### src/rtl/slp_pkg.sv
// Shared types for the sleep-state sequencer.
// Assumes: nothing beyond IEEE 1800-2017.
package slp_pkg;

    // Sequencer states, listed in the order the sequence walks them
    typedef enum logic [2:0] {
        ST_RUN    = 3'd0,
        ST_STPC   = 3'd1,   // stop-clock low, waiting for grant
        ST_GNT    = 3'd2,   // grant seen, spacing before sleep
        ST_SLPW   = 3'd3,   // sleep low, spacing before host clock off
        ST_ASLEEP = 3'd4,   // host clock off
        ST_HRUN   = 3'd5,   // host clock back, sleep still low
        ST_SLPREL = 3'd6,   // sleep released, stop-clock still low
        ST_STPREL = 3'd7    // stop-clock released, settling to run
    } slp_state_e;

    // Larger of two counts, for deriving counter widths
    function automatic int unsigned imax(input int unsigned a, input int unsigned b);
        return (a > b) ? a : b;
    endfunction

endpackage

### src/rtl/slp_dwell_timer.sv
// Reload down-counter that times each sequencer step.
// Assumes: load_i takes precedence; done_o is high while the count is zero.
module slp_dwell_timer #(
    parameter int unsigned CW = 5
) (
    input  logic          clk,
    input  logic          rst_n,
    input  logic          load_i,
    input  logic [CW-1:0] load_val_i,
    output logic          done_o
);

    logic [CW-1:0] cnt_q;

    // Reload on step change, otherwise count down to zero and stay there
    always_ff @(posedge clk) begin
        if (!rst_n)              cnt_q <= '0;
        else if (load_i)         cnt_q <= load_val_i;
        else if (cnt_q != '0)    cnt_q <= cnt_q - 1'b1;
    end

    assign done_o = (cnt_q == '0);

endmodule

### src/rtl/slp_fsm.sv
// Step controller: decides the next state, the timer reload value,
// the latched mode, the held wake and the sticky timeout flag.
// Assumes: every *_CYC parameter is at least 1; inputs are synchronous to clk.
module slp_fsm
    import slp_pkg::*;
#(
    parameter int unsigned ACK_WIN_CYC       = 16,
    parameter int unsigned GNT_SLP_CYC       = 4,
    parameter int unsigned SLP_HOFF_CYC      = 2,
    parameter int unsigned S1_HOLD_CYC       = 6,
    parameter int unsigned HON_SLPREL_CYC    = 10,
    parameter int unsigned SLPREL_STPREL_CYC = 3,
    parameter int unsigned STPREL_RUN_CYC    = 5,
    parameter int unsigned CW                = 5
) (
    input  logic          clk,
    input  logic          rst_n,
    input  logic          sleep_req_i,
    input  logic          mode_s1_i,
    input  logic          wake_i,
    input  logic          stpgnt_i,
    input  logic          tmr_done_i,
    output slp_state_e    state_o,
    output slp_state_e    nxt_o,
    output logic          mode_q_o,
    output logic          tmr_load_o,
    output logic [CW-1:0] tmr_val_o,
    output logic          tmo_err_o
);

    localparam logic [CW-1:0] V_ACK  = CW'(ACK_WIN_CYC - 1);
    localparam logic [CW-1:0] V_GNT  = CW'(GNT_SLP_CYC - 1);
    localparam logic [CW-1:0] V_HOFF = CW'(SLP_HOFF_CYC - 1);
    localparam logic [CW-1:0] V_HOLD = CW'(S1_HOLD_CYC - 1);
    localparam logic [CW-1:0] V_HON  = CW'(HON_SLPREL_CYC - 1);
    localparam logic [CW-1:0] V_SREL = CW'(SLPREL_STPREL_CYC - 1);
    localparam logic [CW-1:0] V_PREL = CW'(STPREL_RUN_CYC - 1);

    slp_state_e state_q, nxt;
    logic       wake_pend_q, mode_q, tmo_q;
    logic       timeout, entry_st, wake_any;

    assign entry_st = (state_q == ST_STPC) || (state_q == ST_GNT) ||
                      (state_q == ST_SLPW) || (state_q == ST_ASLEEP);
    assign wake_any = wake_pend_q | wake_i;

    // Next-state choice: each step leaves only when its dwell has run out
    always_comb begin
        nxt     = state_q;
        timeout = 1'b0;
        case (state_q)
            ST_RUN:    if (sleep_req_i) nxt = ST_STPC;
            ST_STPC: begin
                if (stpgnt_i)        nxt = ST_GNT;
                else if (tmr_done_i) begin
                    nxt     = ST_RUN;
                    timeout = 1'b1;
                end
            end
            ST_GNT:    if (tmr_done_i) nxt = ST_SLPW;
            ST_SLPW:   if (tmr_done_i) nxt = ST_ASLEEP;
            ST_ASLEEP: if (tmr_done_i && wake_any) nxt = ST_HRUN;
            ST_HRUN:   if (tmr_done_i) nxt = ST_SLPREL;
            ST_SLPREL: if (tmr_done_i) nxt = ST_STPREL;
            ST_STPREL: if (tmr_done_i) nxt = ST_RUN;
            default:   nxt = ST_RUN;
        endcase
    end

    // Dwell to load for the step being entered
    always_comb begin
        case (nxt)
            ST_STPC:   tmr_val_o = V_ACK;
            ST_GNT:    tmr_val_o = V_GNT;
            ST_SLPW:   tmr_val_o = V_HOFF;
            ST_ASLEEP: tmr_val_o = mode_q ? V_HOLD : '0;
            ST_HRUN:   tmr_val_o = V_HON;
            ST_SLPREL: tmr_val_o = V_SREL;
            ST_STPREL: tmr_val_o = V_PREL;
            default:   tmr_val_o = '0;
        endcase
    end
    assign tmr_load_o = (nxt != state_q);

    // State register
    always_ff @(posedge clk) begin
        if (!rst_n) state_q <= ST_RUN;
        else        state_q <= nxt;
    end

    // Mode is sampled only when an entry request is accepted
    always_ff @(posedge clk) begin
        if (!rst_n)                                   mode_q <= 1'b0;
        else if (state_q == ST_RUN && sleep_req_i)    mode_q <= mode_s1_i;
    end

    // Wake seen during entry or sleep is held until the asleep step ends
    always_ff @(posedge clk) begin
        if (!rst_n)                                       wake_pend_q <= 1'b0;
        else if (state_q == ST_ASLEEP && nxt != ST_ASLEEP) wake_pend_q <= 1'b0;
        else if (entry_st && nxt != ST_RUN)               wake_pend_q <= wake_pend_q | wake_i;
        else                                              wake_pend_q <= 1'b0;
    end

    // Timeout flag: set on abort, cleared by the next accepted request
    always_ff @(posedge clk) begin
        if (!rst_n)                                   tmo_q <= 1'b0;
        else if (timeout)                             tmo_q <= 1'b1;
        else if (state_q == ST_RUN && sleep_req_i)    tmo_q <= 1'b0;
    end

    assign state_o   = state_q;
    assign nxt_o     = nxt;
    assign mode_q_o  = mode_q;
    assign tmo_err_o = tmo_q;

    // a wake held past the asleep step would shorten a later sleep
    a_r12_pend_clear_idle: assert property (@(posedge clk) disable iff (!rst_n)
        (state_q == ST_RUN) |-> !wake_pend_q);

endmodule

### src/rtl/slp_pin_reg.sv
// Output stage: registers the pin levels for the state being entered,
// so every pin changes on the same edge as the state register.
// Assumes: mode_q_i is already latched whenever the next state gates sleep.
module slp_pin_reg
    import slp_pkg::*;
(
    input  logic       clk,
    input  logic       rst_n,
    input  slp_state_e nxt_i,
    input  logic       mode_q_i,
    output logic       stpclk_n_o,
    output logic       sleep_n_o,
    output logic       hclk_en_o,
    output logic       pci_en_o,
    output logic       busy_o,
    output logic       asleep_o
);

    logic stp_on, slp_on;

    assign slp_on = (nxt_i == ST_SLPW) || (nxt_i == ST_ASLEEP) || (nxt_i == ST_HRUN);
    assign stp_on = slp_on || (nxt_i == ST_STPC) || (nxt_i == ST_GNT) || (nxt_i == ST_SLPREL);

    // Glitch-free registered pin levels
    always_ff @(posedge clk) begin
        if (!rst_n) begin
            stpclk_n_o <= 1'b1;
            sleep_n_o  <= 1'b1;
            hclk_en_o  <= 1'b1;
            pci_en_o   <= 1'b1;
            busy_o     <= 1'b0;
            asleep_o   <= 1'b0;
        end else begin
            stpclk_n_o <= !stp_on;
            sleep_n_o  <= !slp_on;
            hclk_en_o  <= (nxt_i != ST_ASLEEP);
            pci_en_o   <= !(slp_on && mode_q_i);
            busy_o     <= (nxt_i != ST_RUN);
            asleep_o   <= (nxt_i == ST_ASLEEP);
        end
    end

endmodule

### src/rtl/slp_seq.sv
// Top of the sleep-state sequencer: step controller, shared dwell timer
// and registered output stage.
// Assumes: all *_CYC values are already rounded up to reference-clock cycles.
module slp_seq
    import slp_pkg::*;
#(
    parameter int unsigned ACK_WIN_CYC       = 16,
    parameter int unsigned GNT_SLP_CYC       = 4,
    parameter int unsigned SLP_HOFF_CYC      = 2,
    parameter int unsigned S1_HOLD_CYC       = 6,
    parameter int unsigned HON_SLPREL_CYC    = 10,
    parameter int unsigned SLPREL_STPREL_CYC = 3,
    parameter int unsigned STPREL_RUN_CYC    = 5
) (
    input  logic clk,
    input  logic rst_n,
    input  logic sleep_req_i,
    input  logic mode_s1_i,
    input  logic wake_i,
    input  logic stpgnt_i,
    output logic stpclk_n_o,
    output logic sleep_n_o,
    output logic hclk_en_o,
    output logic pci_en_o,
    output logic busy_o,
    output logic asleep_o,
    output logic tmo_err_o
);

    localparam int unsigned MAXC = imax(imax(imax(ACK_WIN_CYC, GNT_SLP_CYC),
                                             imax(SLP_HOFF_CYC, S1_HOLD_CYC)),
                                        imax(imax(HON_SLPREL_CYC, SLPREL_STPREL_CYC),
                                             STPREL_RUN_CYC));
    localparam int unsigned CW = $clog2(MAXC + 1);

    slp_state_e    state, nxt;
    logic          mode_q, tmr_load, tmr_done;
    logic [CW-1:0] tmr_val;

    slp_fsm #(
        .ACK_WIN_CYC(ACK_WIN_CYC), .GNT_SLP_CYC(GNT_SLP_CYC),
        .SLP_HOFF_CYC(SLP_HOFF_CYC), .S1_HOLD_CYC(S1_HOLD_CYC),
        .HON_SLPREL_CYC(HON_SLPREL_CYC), .SLPREL_STPREL_CYC(SLPREL_STPREL_CYC),
        .STPREL_RUN_CYC(STPREL_RUN_CYC), .CW(CW)
    ) u_fsm (
        .clk(clk), .rst_n(rst_n), .sleep_req_i(sleep_req_i), .mode_s1_i(mode_s1_i),
        .wake_i(wake_i), .stpgnt_i(stpgnt_i), .tmr_done_i(tmr_done),
        .state_o(state), .nxt_o(nxt), .mode_q_o(mode_q), .tmr_load_o(tmr_load),
        .tmr_val_o(tmr_val), .tmo_err_o(tmo_err_o)
    );

    slp_dwell_timer #(.CW(CW)) u_tmr (
        .clk(clk), .rst_n(rst_n), .load_i(tmr_load), .load_val_i(tmr_val), .done_o(tmr_done)
    );

    slp_pin_reg u_pins (
        .clk(clk), .rst_n(rst_n), .nxt_i(nxt), .mode_q_i(mode_q),
        .stpclk_n_o(stpclk_n_o), .sleep_n_o(sleep_n_o), .hclk_en_o(hclk_en_o),
        .pci_en_o(pci_en_o), .busy_o(busy_o), .asleep_o(asleep_o)
    );

    // PCI clock is only withheld while sleep is asserted
    a_r9_pci_inside_sleep: assert property (@(posedge clk) disable iff (!rst_n)
        !pci_en_o |-> !sleep_n_o);
    // PCI clock is running again whenever sleep is released
    a_r9_pci_back_with_sleep: assert property (@(posedge clk) disable iff (!rst_n)
        $rose(sleep_n_o) |-> pci_en_o);
    // host clock off only inside sleep and stop-clock
    a_r4_hoff_nested: assert property (@(posedge clk) disable iff (!rst_n)
        !hclk_en_o |-> (!sleep_n_o && !stpclk_n_o));
    // sleep falls only when the grant spacing has expired
    a_r3_sleep_fall_timed: assert property (@(posedge clk) disable iff (!rst_n)
        $fell(sleep_n_o) |-> $past(tmr_done));
    // sleep rises only when the post-restart spacing has expired
    a_r6_sleep_rise_timed: assert property (@(posedge clk) disable iff (!rst_n)
        $rose(sleep_n_o) |-> $past(tmr_done));
    // stop-clock rises only when a dwell (spacing or grant window) has run out
    a_r7_stp_rise_timed: assert property (@(posedge clk) disable iff (!rst_n)
        $rose(stpclk_n_o) |-> $past(tmr_done));
    // latched mode never changes during a sequence
    a_r13_mode_held: assert property (@(posedge clk) disable iff (!rst_n)
        (busy_o && $past(busy_o)) |-> $stable(mode_q));
    // abort leaves the pins in the running configuration
    a_r11_abort_clean: assert property (@(posedge clk) disable iff (!rst_n)
        $rose(tmo_err_o) |-> (stpclk_n_o && !busy_o));

endmodule

### config.mk
export PLATFORM = sky130hd
export DESIGN_NAME = slp_seq
export DESIGN_NICKNAME = d
export VERILOG_FILES = /design/src/rtl/slp_pkg.sv /design/src/rtl/slp_dwell_timer.sv /design/src/rtl/slp_fsm.sv /design/src/rtl/slp_pin_reg.sv /design/src/rtl/slp_seq.sv
export SDC_FILE = /design/constraint.sdc
export NUM_CORES = 1
export LEC_CHECK = 0
export ABC_AREA = 1
export BUFFER_PORTS_ARGS = -buffer_cell sky130_fd_sc_hd__buf_2
export CAP_MARGIN = 40
export CORE_MARGIN = 8
export CORE_UTILIZATION = 59
export CTS_CLUSTER_SIZE = 28
export DETAILED_ROUTE_END_ITERATION = 10
export PLACE_DENSITY = 0.82
export SYNTH_ARGS = -nofsm -noshare
export SYNTH_HDL_FRONTEND = slang
export SYNTH_SLANG_ARGS = --single-unit
### constraint.sdc
create_clock -name clk -period 2.82 [get_ports clk]
set_clock_uncertainty 0.15 [all_clocks]
set_input_delay 0.141 -clock clk [delete_from_list [all_inputs] [get_ports clk]]
set_output_delay 0.141 -clock clk [all_outputs]
set_load 0.01 [all_outputs]
==> summary by stage, run 1 <==
Status
The run finished with clean final reports.

Placed design
The half-perimeter wire length of the detailed placement result is around 1600 um. The final weighted congestion in routability-driven placement is around 0.94. In this run the tool buffered the top-level ports with 12 buffer cells.

Timing
The worst pin sits at a relative slew slack of 0.6780. The number of slew-limit violations in the final report is 0. The hold violation total from the final report is 0. Setup violations remaining at the end of the flow were counted as 0. Setup repair after global routing left no endpoint under its margin. Based on the critical path, the design can be clocked at up to approximately 0.46 GHz.

For the pin with the worst max-slew slack, the measured transition is between 0.4 and 0.5 ns. The minimum clock period after layout is 2.185 ns. Of the available clock period, the critical path in the final layout requires 0.7748. The total negative slack is 0 ns.

Setup path
Data on the critical path arrives at its endpoint at approximately 2.3 ns. The worst flop-to-flop path startpoint is u_tmr.cnt_q[0]$_SDFFE_PN0P_. The type of the worst setup path is flip-flop to flip-flop.

In this run the worst setup path begins at u_tmr.cnt_q[0]$_SDFFE_PN0P_. The number of cell instances on the worst register-to-register path is 14. Of all nets on the critical path, the largest fanout is 8. The critical path capture point type is a flip-flop. The sort of element at the start of the critical path is a flip-flop. The required time of the worst setup path is 2.91 ns.

Clocking
The deepest level of the CTS H-tree is 1. At the later pin of the worst-skew pair, clock insertion delay measures roughly 0.30 ns. The cell chosen for the clock root is clkbuf_4. The number of CTS-inserted buffers is 3. Clock tree synthesis found a total of 17 sinks. The number of gates resized after CTS was 0. The clock tree from TritonCTS is built.

The clock-pin slew on the worst setup and hold paths is 0.10 ns. Counting along the longest clock path gives a buffer depth of 2.

Yosys
The cell taking the most area after synthesis is dfxtp_1. Synthesis produced a netlist whose cell count is ~140. Counting every net in the synthesized netlist gives roughly 140. Yosys mapped the design onto 26 distinct sky130hd cell types. The sequential element share of the synthesized area is 0.3584. The synthesized netlist occupies a cell area of about 950 um^2. By area the synthesized netlist is led by dfxtp_1, nand2_1, inv_1. Averaged over all synthesized cells, the footprint is approximately 7 um^2. The warning count from the yosys run is 0. The fraction of post-synthesis cell area in the top cell type by area is 0.3584. In this run, synthesis produced a sequential element count of 17.

Pwr
The share of total power dissipated in combinational logic is 0.530. Across the VDD grid, the largest voltage drop is between 600 and 700 uV. The fraction of power spent switching nets is 0.4653. The switching power total is about 460 uW. In this run the power density over the cells is between 900 and 1000 nW/um^2. The static leakage is ~0.00053 uW. The clock network power share is 0.135. The internal portion of the total power is about 530 uW. The share of total power dissipated in sequential elements is 0.336.

Routing
Before antenna repair, the detailed router went through 4 iterations. The initial DRC count is 25. The mean number of vias per cell is between 5 and 6. For this run, design rule violations remaining after detail routing come to 0. The total number of vias is approximately 900.

The average wire per standard cell is 11.95 um. The routed design has 2019 um of wire. The remaining antenna violation count after routing is 0.

Layout
The fraction of layout instances using a drive strength above 1 is 0.2353. For this run, the post-layout net count is roughly 160. The post-layout utilization of the core is 0.7076. The top cell types in the final layout, fill and taps aside, are nand2_1, dfxtp_1, inv_1.

The growth of design area from synthesis to finish is 12.25%. Leaving out fill and tap cells, the most frequent cell in the layout is nand2_1. The layout has 122 filler cells.

The diode insertion count for antenna repair is 0.

Min path
The worst hold path passes through 4 cells. In this run the worst hold path is classified as input pin to flip-flop. The start point of the worst hold path is stpgnt_i.

GRT
For this run, the total global-route usage over all layers was measured as 0.1333. The global-route wire length before repair is between 3000 and 4000 um. Entering global routing, the biggest net connects 11 pins. The global-route congestion overflow total is 0.

The number of antenna violations at the first check in global routing is 0. The via count of the first global-routing pass is approximately 850.

Die
The core footprint is around 1500 um^2. The floorplan step set the die height to ~56 um. The die outline area is 3149 um^2.

For this configuration, the core starts out at a cell density of 0.6304. In this run the count of I/O pins placed on the die edge is 13. The die is about 56 um wide. The placement row count is 14.

Job
The tool flagged a number of max-cap violations equal to 0.
final cells by class:
cell class / count / area, um^2 / share of cell area
clock buffer: 3 / 22.52 / 0.02113
clock inverter: 1 / 5.005 / 0.004695
inverter: 24 / 90.09 / 0.08451
multi-input combinational: 93 / 500.5 / 0.4695
sequential: 17 / 340.3 / 0.3192
tap: 16 / 20.02 / 0.01878
timing repair buffer: 15 / 87.58 / 0.08216
state kept, by name, indices dropped and copies added (netlist names):
signal / count
u_pins.asleep_o: 1
u_fsm.tmo_err_o: 1
u_fsm.wake_pend_q: 1
u_fsm.state_o: 3
u_pins.sleep_n_o: 1
u_tmr.cnt_q: 5
u_pins.stpclk_n_o: 1
u_fsm.mode_q_o: 1
u_pins.busy_o: 1
u_pins.pci_en_o: 1
u_pins.hclk_en_o: 1
power by group through the flow:
| stage | Sequential (uW) | Combinational (uW) | Clock (uW) |
|---|---|---|---|
| after floorplan | 333 | 421 | 0 |
| after global placement | 337 | 510 | 0 |
| after detailed placement | 337 | 522 | 0 |
| after CTS | 332 | 524 | 136 |
| after global routing | 340 | 593 | 146 |
| final | 332 | 525 | 133 |
cells by family (layout without fill, tap and decap cells):
| logic type | count (synthesis) | in the layout | synth area share |
|---|---|---|---|
| and+or+nand+nor | 73 | 73 | 0.3860 |
| AOI/OAI and AO/OA | 16 | 16 | 0.09618 |
| adders and majority gates | 2 | 2 | 0.02635 |
| xor gates and xnor gates | 2 | 2 | 0.01845 |
| buffers and inverters | 26 | 43 | 0.1146 |
| DFF | 17 | 17 | 0.3584 |
synth_stat cells:
master and count:
nor4_1 1, nor2_1 13, nand3_1 11, inv_2 7, clkinv_1 1, nand2_4 3
nor3_2 1, o31ai_1 1, ha_1 2, nand2_1 32, a21oi_2 1, xor2_1 2
a21oi_1 7, nand4_1 4, nor3_1 1, nand2_2 2, nor2_2 2, inv_1 16
o21bai_1 1, nand3_2 2, a211oi_1 1, dfxtp_1 17, nand3_4 1, buf_6 1
buf_4 1, o21ai_0 5
path summary, 6_finish.rpt:
| kind | slack [ns] | end |
|---|---|---|
| max | 0.63 | u_tmr.cnt_q[1]$_SDFFE_PN0P_ |
| min | 0.01 | u_fsm.tmo_err_o$_SDFFE_PN0P_ |
| max reg2reg | 0.63 | u_tmr.cnt_q[1]$_SDFFE_PN0P_ |
| min reg2reg | 0.29 | u_pins.pci_en_o$_SDFF_PN1_ |
worst max-delay path, stage by stage (launching register included):
cell and delay, ns:
dfxtp_1 0.31, inv_1 0.12, ha_1 0.19, nand2_1 0.06
nor2_1 0.39, nand2_1 0.17, nand3_4 0.14, nand2_4 0.09
nand2_4 0.08, nand2_4 0.06, inv_2 0.09, nand2_1 0.05
nand2_1 0.05, inv_1 0.04, a21oi_1 0.12
layer usage:
layer | global-route usage | vias to the layer above | routed length [um]
met2 | 0.2219 | 34 | 895
li1 | - | 471 | -
met1 | 0.1510 | 386 | 928
met3 | 0.03881 | 7 | 145
met5 | 0 | - | 0
met4 | 0.06186 | 0 | 48
through the flow:
stage               worst slack, ns  instance area (um^2)  total power, uW  hold WS [ns]  instances
floorplan                     1.088                 949.7            754.1       0.06074        136
finish                       0.6349                  1066            990.2       0.01235        169
global route                 0.4266                  1066             1079       0.02939        169
CTS                          0.6470                  1066            991.8      0.003011        169
global placement             0.7417                  1018            846.7        0.2353        163
detailed placement           0.6636                  1018            859.4        0.2377        163
what timing repair did:
action,in CTS,in global routing
setup endpoints to repair,0,0
hold buffers,2,0
buffers inserted,0,0
endpoints found under the hold margin,6,0
Note: power is estimated with default switching activity, not from simulation.
==> run 2, diff against run 1 <==
Settings changed: ABC_AREA 1 to 0, CORE_UTILIZATION 59 to 49, PLACE_DENSITY 0.82 to 0.72.
Clock period 2.82 ns to 1.84 ns, I/O delays scaled along.
==> run 2 against run 1 <==
Non-clock buffer count is 24 higher. First-iteration DRC count rose by 20%. Synthesized cell count fell by 16%. Die area rose by 13%. Fmax rose by 13%. Register-to-register slack got worse by 0.72 ns. Worst hold slack improved by 0.093 ns. Sequential power grew 44%. Global-route usage rose by 2.6 points. Utilization down 0.88 points. Final cell count rose by 4.7%. Clock-buffer cell count stayed put. The flow now finishes with violations (setup timing).
==> summary by stage, run 2 <==
Status
The run finished, with violations left. The checks that failed: setup timing.

GRT
The number of antenna violations at the first check in global routing came to 0. The global-route wire length before repair is 4333 um. The total overflow left after global routing is 0. The via count of the first global-routing pass is approximately 980.

The maximum number of pins on one net before global-route repair is 14. For this run, the total global-route usage over all layers was measured as 0.1589.

Min path
In this run the worst hold path is classified as input pin to flip-flop.

Placed design
The count of buffers added on input and output ports is 12. In this run the cell area measured after placement is between 1000 and 1500 um^2. The worst slack at placement is -0.09547 ns.

Once detailed placement completed, the half-perimeter wirelength came to between 1500 and 2000 um. Routability-driven placement finished with a final weighted congestion of 0.9057.

Die
For this configuration, the core starts out at a cell density of 0.4987. In this run the horizontal extent of the chip is roughly 60 um. The core footprint is ~1900 um^2. The die extent in y is about 60 um. After floorplanning, the core was divided into 16 placement rows. During I/O placement, the number of pins put on the boundary was 13.

The die covers 3571 um^2.

Timing
The slew at the pin closest to its max-slew limit is slightly below 0.4 ns. The period utilization is 1.048. The hold violation total from the final report is 0. The worst hold-check slack is between 0.1 and 0.15 ns.

The setup slack of the critical path after layout is -0.08748 ns. Static timing analysis puts the maximum clock frequency at about 0.52 GHz. The worst relative slew slack is 0.7370. The final count of negative-setup-slack endpoints is 8. The minimum clock period after layout is approximately 1.9 ns. Setup repair after global routing could not meet its margin everywhere. The number of slew-limit violations in the final report is 0.

Pwr
The internal power component is 968.5 uW. VDD sags by at most roughly 900 uV. For this design the static power due to leakage is roughly 0.00055 uW. Dividing total power by cell area gives a power density of 1197 nW/um^2. The post-layout total power is ~1600 uW. Of the total power, the share spent switching nets is 0.3845. The share of total power dissipated in sequential elements is 0.304. The switching power total is around 610 uW. The combinational fraction of design power is 0.567. The clock network power share is 0.129.

Yosys
The share of synthesized area in the top cell type comes to 0.3627. The sequential element share of the synthesized area is 0.3627. The count of mapped cells out of synthesis is 114. The library cell with the highest instance count after synthesis is dfxtp_1. The synthesized netlist net count is approximately 120. The mapped netlist covers approximately 940 um^2. The prevailing post-synth register cell is dfxtp_1. By area the synthesized netlist is led by dfxtp_1, a21oi_1, nor2_1. The cell taking the most area after synthesis is dfxtp_1. The count of cell types in the netlist is 46. After synthesis, the most frequently instantiated cells are dfxtp_1, nor2_1, a21oi_1, nand2_1, inv_1. In this run, synthesis inferred 0 flip-flops with an integrated enable. In this run, synthesis produced a sequential element count of 17. For this run, asynchronously set or reset flops after synthesis account for 0. A synthesized cell averages between 8 and 9 um^2. The warning count from the yosys run is 0.

Clocking
CTS placed an instance of clkbuf_4 at the clock tree root. The clock-pin slew on the worst setup and hold paths is roughly 0.11 ns. Counting every sink on the clock net gives 17.

The clock tree from TritonCTS is built. In this run the number of H-tree levels came out at 1. The longest clock path from root to sink contains 2 buffers. Counting the buffers created by CTS gives 3. The clock latency reported for the late side of the worst-skew pair is between 0.2 and 0.3 ns.

Layout
The post-layout utilization of the core is 0.6988. In the final layout, flip-flops and latches occupy roughly 340 um^2. The number of flip-flops under the largest register name is 5. In the layout the commonest cells are buf_4, dfxtp_1, buf_2. The final-stage net count is approximately 160.

The number of antenna diodes in the final layout is 0. The multi-input gate area in the final layout is ~610 um^2. Compared with the post-synthesis result, the final layout area differs by 40.13%.

After routing the design area is 1315 um^2. In the final layout, the share of cells above drive strength 1 is 0.3733. Leaving out fill and tap cells, the most frequent cell in the layout is buf_4.

The filler cell count in the final layout is ~160. Ranked by flip-flop count, first place goes to u_tmr.cnt_q.

Routing
The routed design has between 2000 and 3000 um of wire. The total number of vias is between 1000 and 1500. The first detailed-routing pass ran for 4 iterations. After detailed routing, the average wire length per cell comes to approximately 15 um. The initial DRC count is 30. For this run, design rule violations remaining after detail routing come to 0.

The remaining antenna violation count after routing is 0. The mean number of vias per cell is 5.672.

Setup path
The critical path capture point type is a flip-flop. The critical-path maximum fanout is 6. The cell with the biggest individual delay on the critical path is or4b_4. The category of cells accounting for the largest share of critical-path delay is simple AND/OR/NAND/NOR gates. The signal on the critical path passes through inv_2 > ha_4 > or4b_4 > or3_4 > a21oi_2 > o2111a_1. On the worst path, the slowest cell contributes a delay of between 0.5 and 0.6 ns. The sort of element at the start of the critical path is a flip-flop. For the worst setup path, the data arrival time is roughly 2.0 ns.

The number of buffers and inverters on the critical path is 1. The slack of the worst reg-to-reg path is -0.09 ns. The type of the worst setup path is flip-flop to flip-flop. Data on the critical path is required at its endpoint by between 1.5 and 2 ns.

Job
The max capacitance violation total is 0.
==> run 2: cell count changes in the layout (fill, tap and decap cells not counted), sizes merged, moves of 3 or more <==
cell   delta
nand4     -3
buf      +22
or3       +3
nand3     -9
inv      -16
nor2      -5
nand2    -29
==> run 2: final timing paths <==
path,from,to,cells after the start
worst max-delay path,u_tmr.cnt_q[1]$_SDFFE_PN0P_,u_tmr.cnt_q[2]$_SDFFE_PN0P_,6
worst min-delay path,stpgnt_i,u_fsm.tmo_err_o$_SDFFE_PN0P_,4
worst max register to register,u_tmr.cnt_q[1]$_SDFFE_PN0P_,u_tmr.cnt_q[2]$_SDFFE_PN0P_,6
worst min register to register,u_fsm.mode_q_o$_SDFFE_PN0P_,u_pins.pci_en_o$_SDFF_PN1_,1
==> run 2: final cells by class <==
class	instances	area share
multi-input combinational	83	0.4624
sequential	17	0.2607
timing repair buffer	39	0.2103
tap	27	0.02569
inverter	7	0.01998
clock buffer	3	0.01713
clock inverter	1	0.003806
==> run 2: timing repair <==
| action | CTS | global route |
|---|---|---|
| gates resized for setup | 0 | 10 |
| pin swaps | 1 | 0 |
| endpoints found under the setup margin | 8 | 12 |
| hold buffers | 4 | 0 |
| setup buffers | 1 | 3 |
| hold endpoints to repair | 6 | 0 |
==> run 2: cells by family (layout without fill, tap and decap cells) <==
group                      count (synthesis)  after routing  share of synthesized area
muxes                                      1              1                    0.01067
buffers and inverters                     14             50                    0.05733
adders and majority gates                  2              2                    0.02666
AOI/OAI and AO/OA                         36             36                     0.2707
and+or+nand+nor                           42             42                     0.2533
DFF                                       17             17                     0.3627
xor gates and xnor gates                   2              2                    0.01867
==> run 2: worst min-delay path: cells and delay by family <==
family | cells | cell delay (ns)
and+or+nand+nor | 2 | 0.13
AOI/OAI and AO/OA | 1 | 0.18
buffers and inverters | 1 | 0.12
==> run 2: power by group through the flow <==
stage / Combinational [uW] / Clock (uW) / Sequential [uW]
2_1_floorplan: 467 / 0 / 501
3_3_place_gp: 730 / 0 / 483
3_5_place_dp: 760 / 0 / 484
4_1_cts: 789 / 208 / 478
5_1_grt: 971 / 234 / 485
6_report: 892 / 203 / 479
==> run 2: stage by stage <==
| step | std cells | TNS [ns] |
|---|---|---|
| 6_report | 177 | -0.5007 |
| 4_1_cts | 174 | -0.3410 |
| 2_1_floorplan | 114 | -0.3102 |
| 5_1_grt | 177 | -1.176 |
| 3_5_place_dp | 165 | -0.2716 |
| 3_3_place_gp | 165 | -0.1124 |
==> run 2: layer usage <==
layer | track usage | up-vias | part of all wire
met5 | 0 | - | 0
met4 | 0.05782 | 0 | 0.0079
met3 | 0.03441 | 4 | 0.061
met2 | 0.2754 | 33 | 0.49
met1 | 0.1847 | 478 | 0.44
li1 | - | 489 | -
==> run 3, diff against run 2 <==
Settings changed: CELL_PAD_IN_SITES_DETAIL_PLACEMENT set to 1, CELL_PAD_IN_SITES_GLOBAL_PLACEMENT set to 1, CORE_UTILIZATION 49 to 37, PLACE_DENSITY 0.72 to not set, PLACE_DENSITY_LB_ADDON set to 0.1.
==> run 3 against run 2 <==
The run still ends with setup timing left. Final cell count increased by 2.3%. Non-clock buffer count increased by 1. Register-to-register slack got worse by 0.04 ns. Critical endpoint unchanged. Highest routed layer unchanged.
==> summary by stage, run 3 (same netlist as run 2, synthesis figures left out) <==
Status
The flow ran to the end, but the final reports show violations. The final reports fail on setup timing.

Setup path
Of all nets on the critical path, the largest fanout is 7. The cell with the biggest individual delay on the critical path is or4b_4. The terminus of the critical flop-to-flop path is u_tmr.cnt_q[2]$_SDFFE_PN0P_.

The data arrival time at the worst-slack endpoint is roughly 2.1 ns. The buffering stage count on the worst path with inverters included is 1. At the worst endpoint, the required time is between 1.5 and 2 ns. The setup path with the least slack is of type flip-flop to flip-flop.

The delay of the slowest critical-path stage is between 0.5 and 0.6 ns. The cell count along the critical path is 6. The startpoint identified for the worst register-to-register timing path is u_tmr.cnt_q[1]$_SDFFE_PN0P_. The launching element of the worst setup path is u_tmr.cnt_q[1]$_SDFFE_PN0P_.

The critical path endpoint is u_tmr.cnt_q[2]$_SDFFE_PN0P_. STA classifies the critical path endpoint as a flip-flop. The kind of cell with the highest combined delay along the critical path is simple AND/OR/NAND/NOR gates.

Walking the worst path, the cells encountered are inv_2 > ha_4 > or4b_4 > or3_4 > a21oi_2 > o2111a_1. In this run the register-to-register setup slack is -0.13 ns. The number of cell instances on the worst register-to-register path is 6. The sort of element at the start of the critical path is a flip-flop.

Placed design
In this run the tool buffered the top-level ports with 12 buffer cells. Once placement completed, the tool counted placed cells totaling between 150 and 200. The half-perimeter wire length of the detailed placement result is roughly 2300 um. The final weighted congestion in routability-driven placement is approximately 0.92.

Layout
The library cell used most frequently in the layout, excluding fill and tap cells, is buf_4. The repair_antennas step left the layout with diodes totalling 0. The count of cells in the finished layout, fillers not included, comes to 181. In the layout the commonest cells are buf_4, dfxtp_1, buf_2. The number of flip-flops under the largest register name is 5.

Of the cells placed in the final design, the portion with a size suffix greater than 1 is 0.3576. The post-layout utilization of the core is 0.5324. The register with the most flip-flops in the final layout is u_tmr.cnt_q. The growth of design area from synthesis to finish is 38.00%. In the final design database the tool counted between 150 and 200 nets.

Pwr
Of the total power, the share spent switching nets is 0.3847. For this design the static power due to leakage is approximately 0.00054 uW. Internal power comes to 929.4 uW. VDD sags by at most approximately 820 uV.

The switching power total is 581.1 uW. The clock network power share is 0.134. The relative contribution of sequential cells to total power is 0.316.

Power spread over the standard cell area amounts to approximately 1200 nW/um^2. The combinational fraction of design power is 0.550. The post-layout total power is 1510 uW.

Routing
The DRC violation count after routing is 0. The post-detailed-routing wire length is 2985 um. The first-pass detailed-route iteration total is 4. The remaining antenna violation count after routing is 0. In the routed layout, each cell is associated on average with a via count of between 5 and 6.

The routed layout has around 1000 vias. The first routing iteration left 57 violations. The average wire per standard cell is ~16 um.

Timing
Setup repair after global routing could not meet its margin everywhere. The period utilization is 1.069. The hold violation total from the final report is 0. The routed design could run at a clock period as short as slightly below 2 ns. The total negative slack is -0.4185 ns. The setup slack of the critical path after layout is -0.1269 ns. On the final layout, the worst hold slack is between 0.04 and 0.05 ns. In this run the tightest slew margin relative to its limit is 0.6820. At the pin with the least slew margin, the transition time is roughly 0.47 ns.

Setup violations remaining at the end of the flow were counted as 5. The number of slew-limit violations in the final report is 0. The maximum clock rate is between 0.5 and 0.6 GHz.

Clocking
After clock tree synthesis, the clock-pin slew on the worst setup and hold paths is roughly 0.1 ns. For the worst-skew pair, the clock arrives at the later sink with an insertion delay of 0.29 ns. The number of clock sinks is 17.

The root buffer cell chosen for the clock tree is clkbuf_4. The maximum count of clock buffers along a single path is 2. In this run, CTS created clock tree buffers numbering 3.

The deepest level of the CTS H-tree is 1. TritonCTS built the clock tree.

Die
The floorplan has 18 rows. The die extent in y is approximately 66 um. The die outline area is approximately 4400 um^2. Pin placement for this block handled 13 I/O pins. The die is between 60 and 70 um wide.

The initial utilization of the core area, before any placement, comes to 0.3858. The total area inside the core boundary comes to ~2400 um^2.

Min path
In this run the worst hold path is classified as input pin to flip-flop.

GRT
The maximum number of pins on one net before global-route repair is 10. The via count of the first global-routing pass came to ~1100. The number of antenna violations at the first check in global routing is 0. The total overflow left after global routing is 0. The first global-routing pass estimated 5154 um of wire. The global-route usage over all layers is 0.1474.

Job
Max-cap violations in this run came to 0.
[run 3: worst min-delay path by stage]
stage | slack, ns | cells past startpoint | start | to
2_1_floorplan | 0.08 | 2 | mode_s1_i | u_fsm.mode_q_o$_SDFFE_PN0P_
3_3_place_gp | 0.19 | 3 | mode_s1_i | u_fsm.mode_q_o$_SDFFE_PN0P_
3_5_place_dp | 0.20 | 2 | rst_n | u_pins.sleep_n_o$_SDFF_PN1_
4_1_cts | 0.03 | 3 | sleep_req_i | u_pins.busy_o$_SDFF_PN0_
5_1_grt | 0.07 | 3 | sleep_req_i | u_pins.busy_o$_SDFF_PN0_
6_report | 0.04 | 3 | sleep_req_i | u_pins.busy_o$_SDFF_PN0_
[run 3: routing by layer]
layer  vias up  track usage  part of all wire
li1        490            -                 -
met1       483       0.1612              0.43
met2        23       0.2618              0.51
met3        12      0.03559             0.043
met4         0      0.06400             0.025
met5         -            0                 0
[run 3: power groups by stage]
stage / clock, uW / combinational (uW) / sequential [uW]
after floorplan: 0 / 467 / 501
after global placement: 0 / 753 / 484
after detailed placement: 0 / 783 / 486
after CTS: 210 / 808 / 477
after global routing: 237 / 912 / 486
final: 202 / 830 / 478
[run 3: final cells by class]
class / instances / area [um^2]
Fill cell: 305 / 1137
Multi-Input combinational cell: 83 / 581.8
Sequential cell: 17 / 342.8
Timing Repair Buffer: 40 / 280.3
Tap cell: 30 / 37.54
Clock buffer: 4 / 26.28
Inverter: 7 / 26.28
[run 3: stage by stage]
step | setup slack [ns] | instance area [um^2]
finish | -0.1269 | 1295
global route | -0.1944 | 1295
CTS | -0.1278 | 1274
detailed placement | -0.1036 | 1196
global placement | -0.07716 | 1196
floorplan | -0.1115 | 967.2
[run 3: tightest hold or removal path: cells and delay by family]
kind | cells | cell delay (ns)
AO/OA/AOI/OAI | 2 | 0.23
buffers and inverters | 1 | 0.11
[run 3: what timing repair did]
action | in CTS | in global routing
gates resized for setup | 3 | 1
setup buffers | 0 | 2
pin swaps | 0 | 3
hold endpoints to repair | 6 | 0
setup endpoints to repair | 7 | 10
hold buffers | 4 | 0
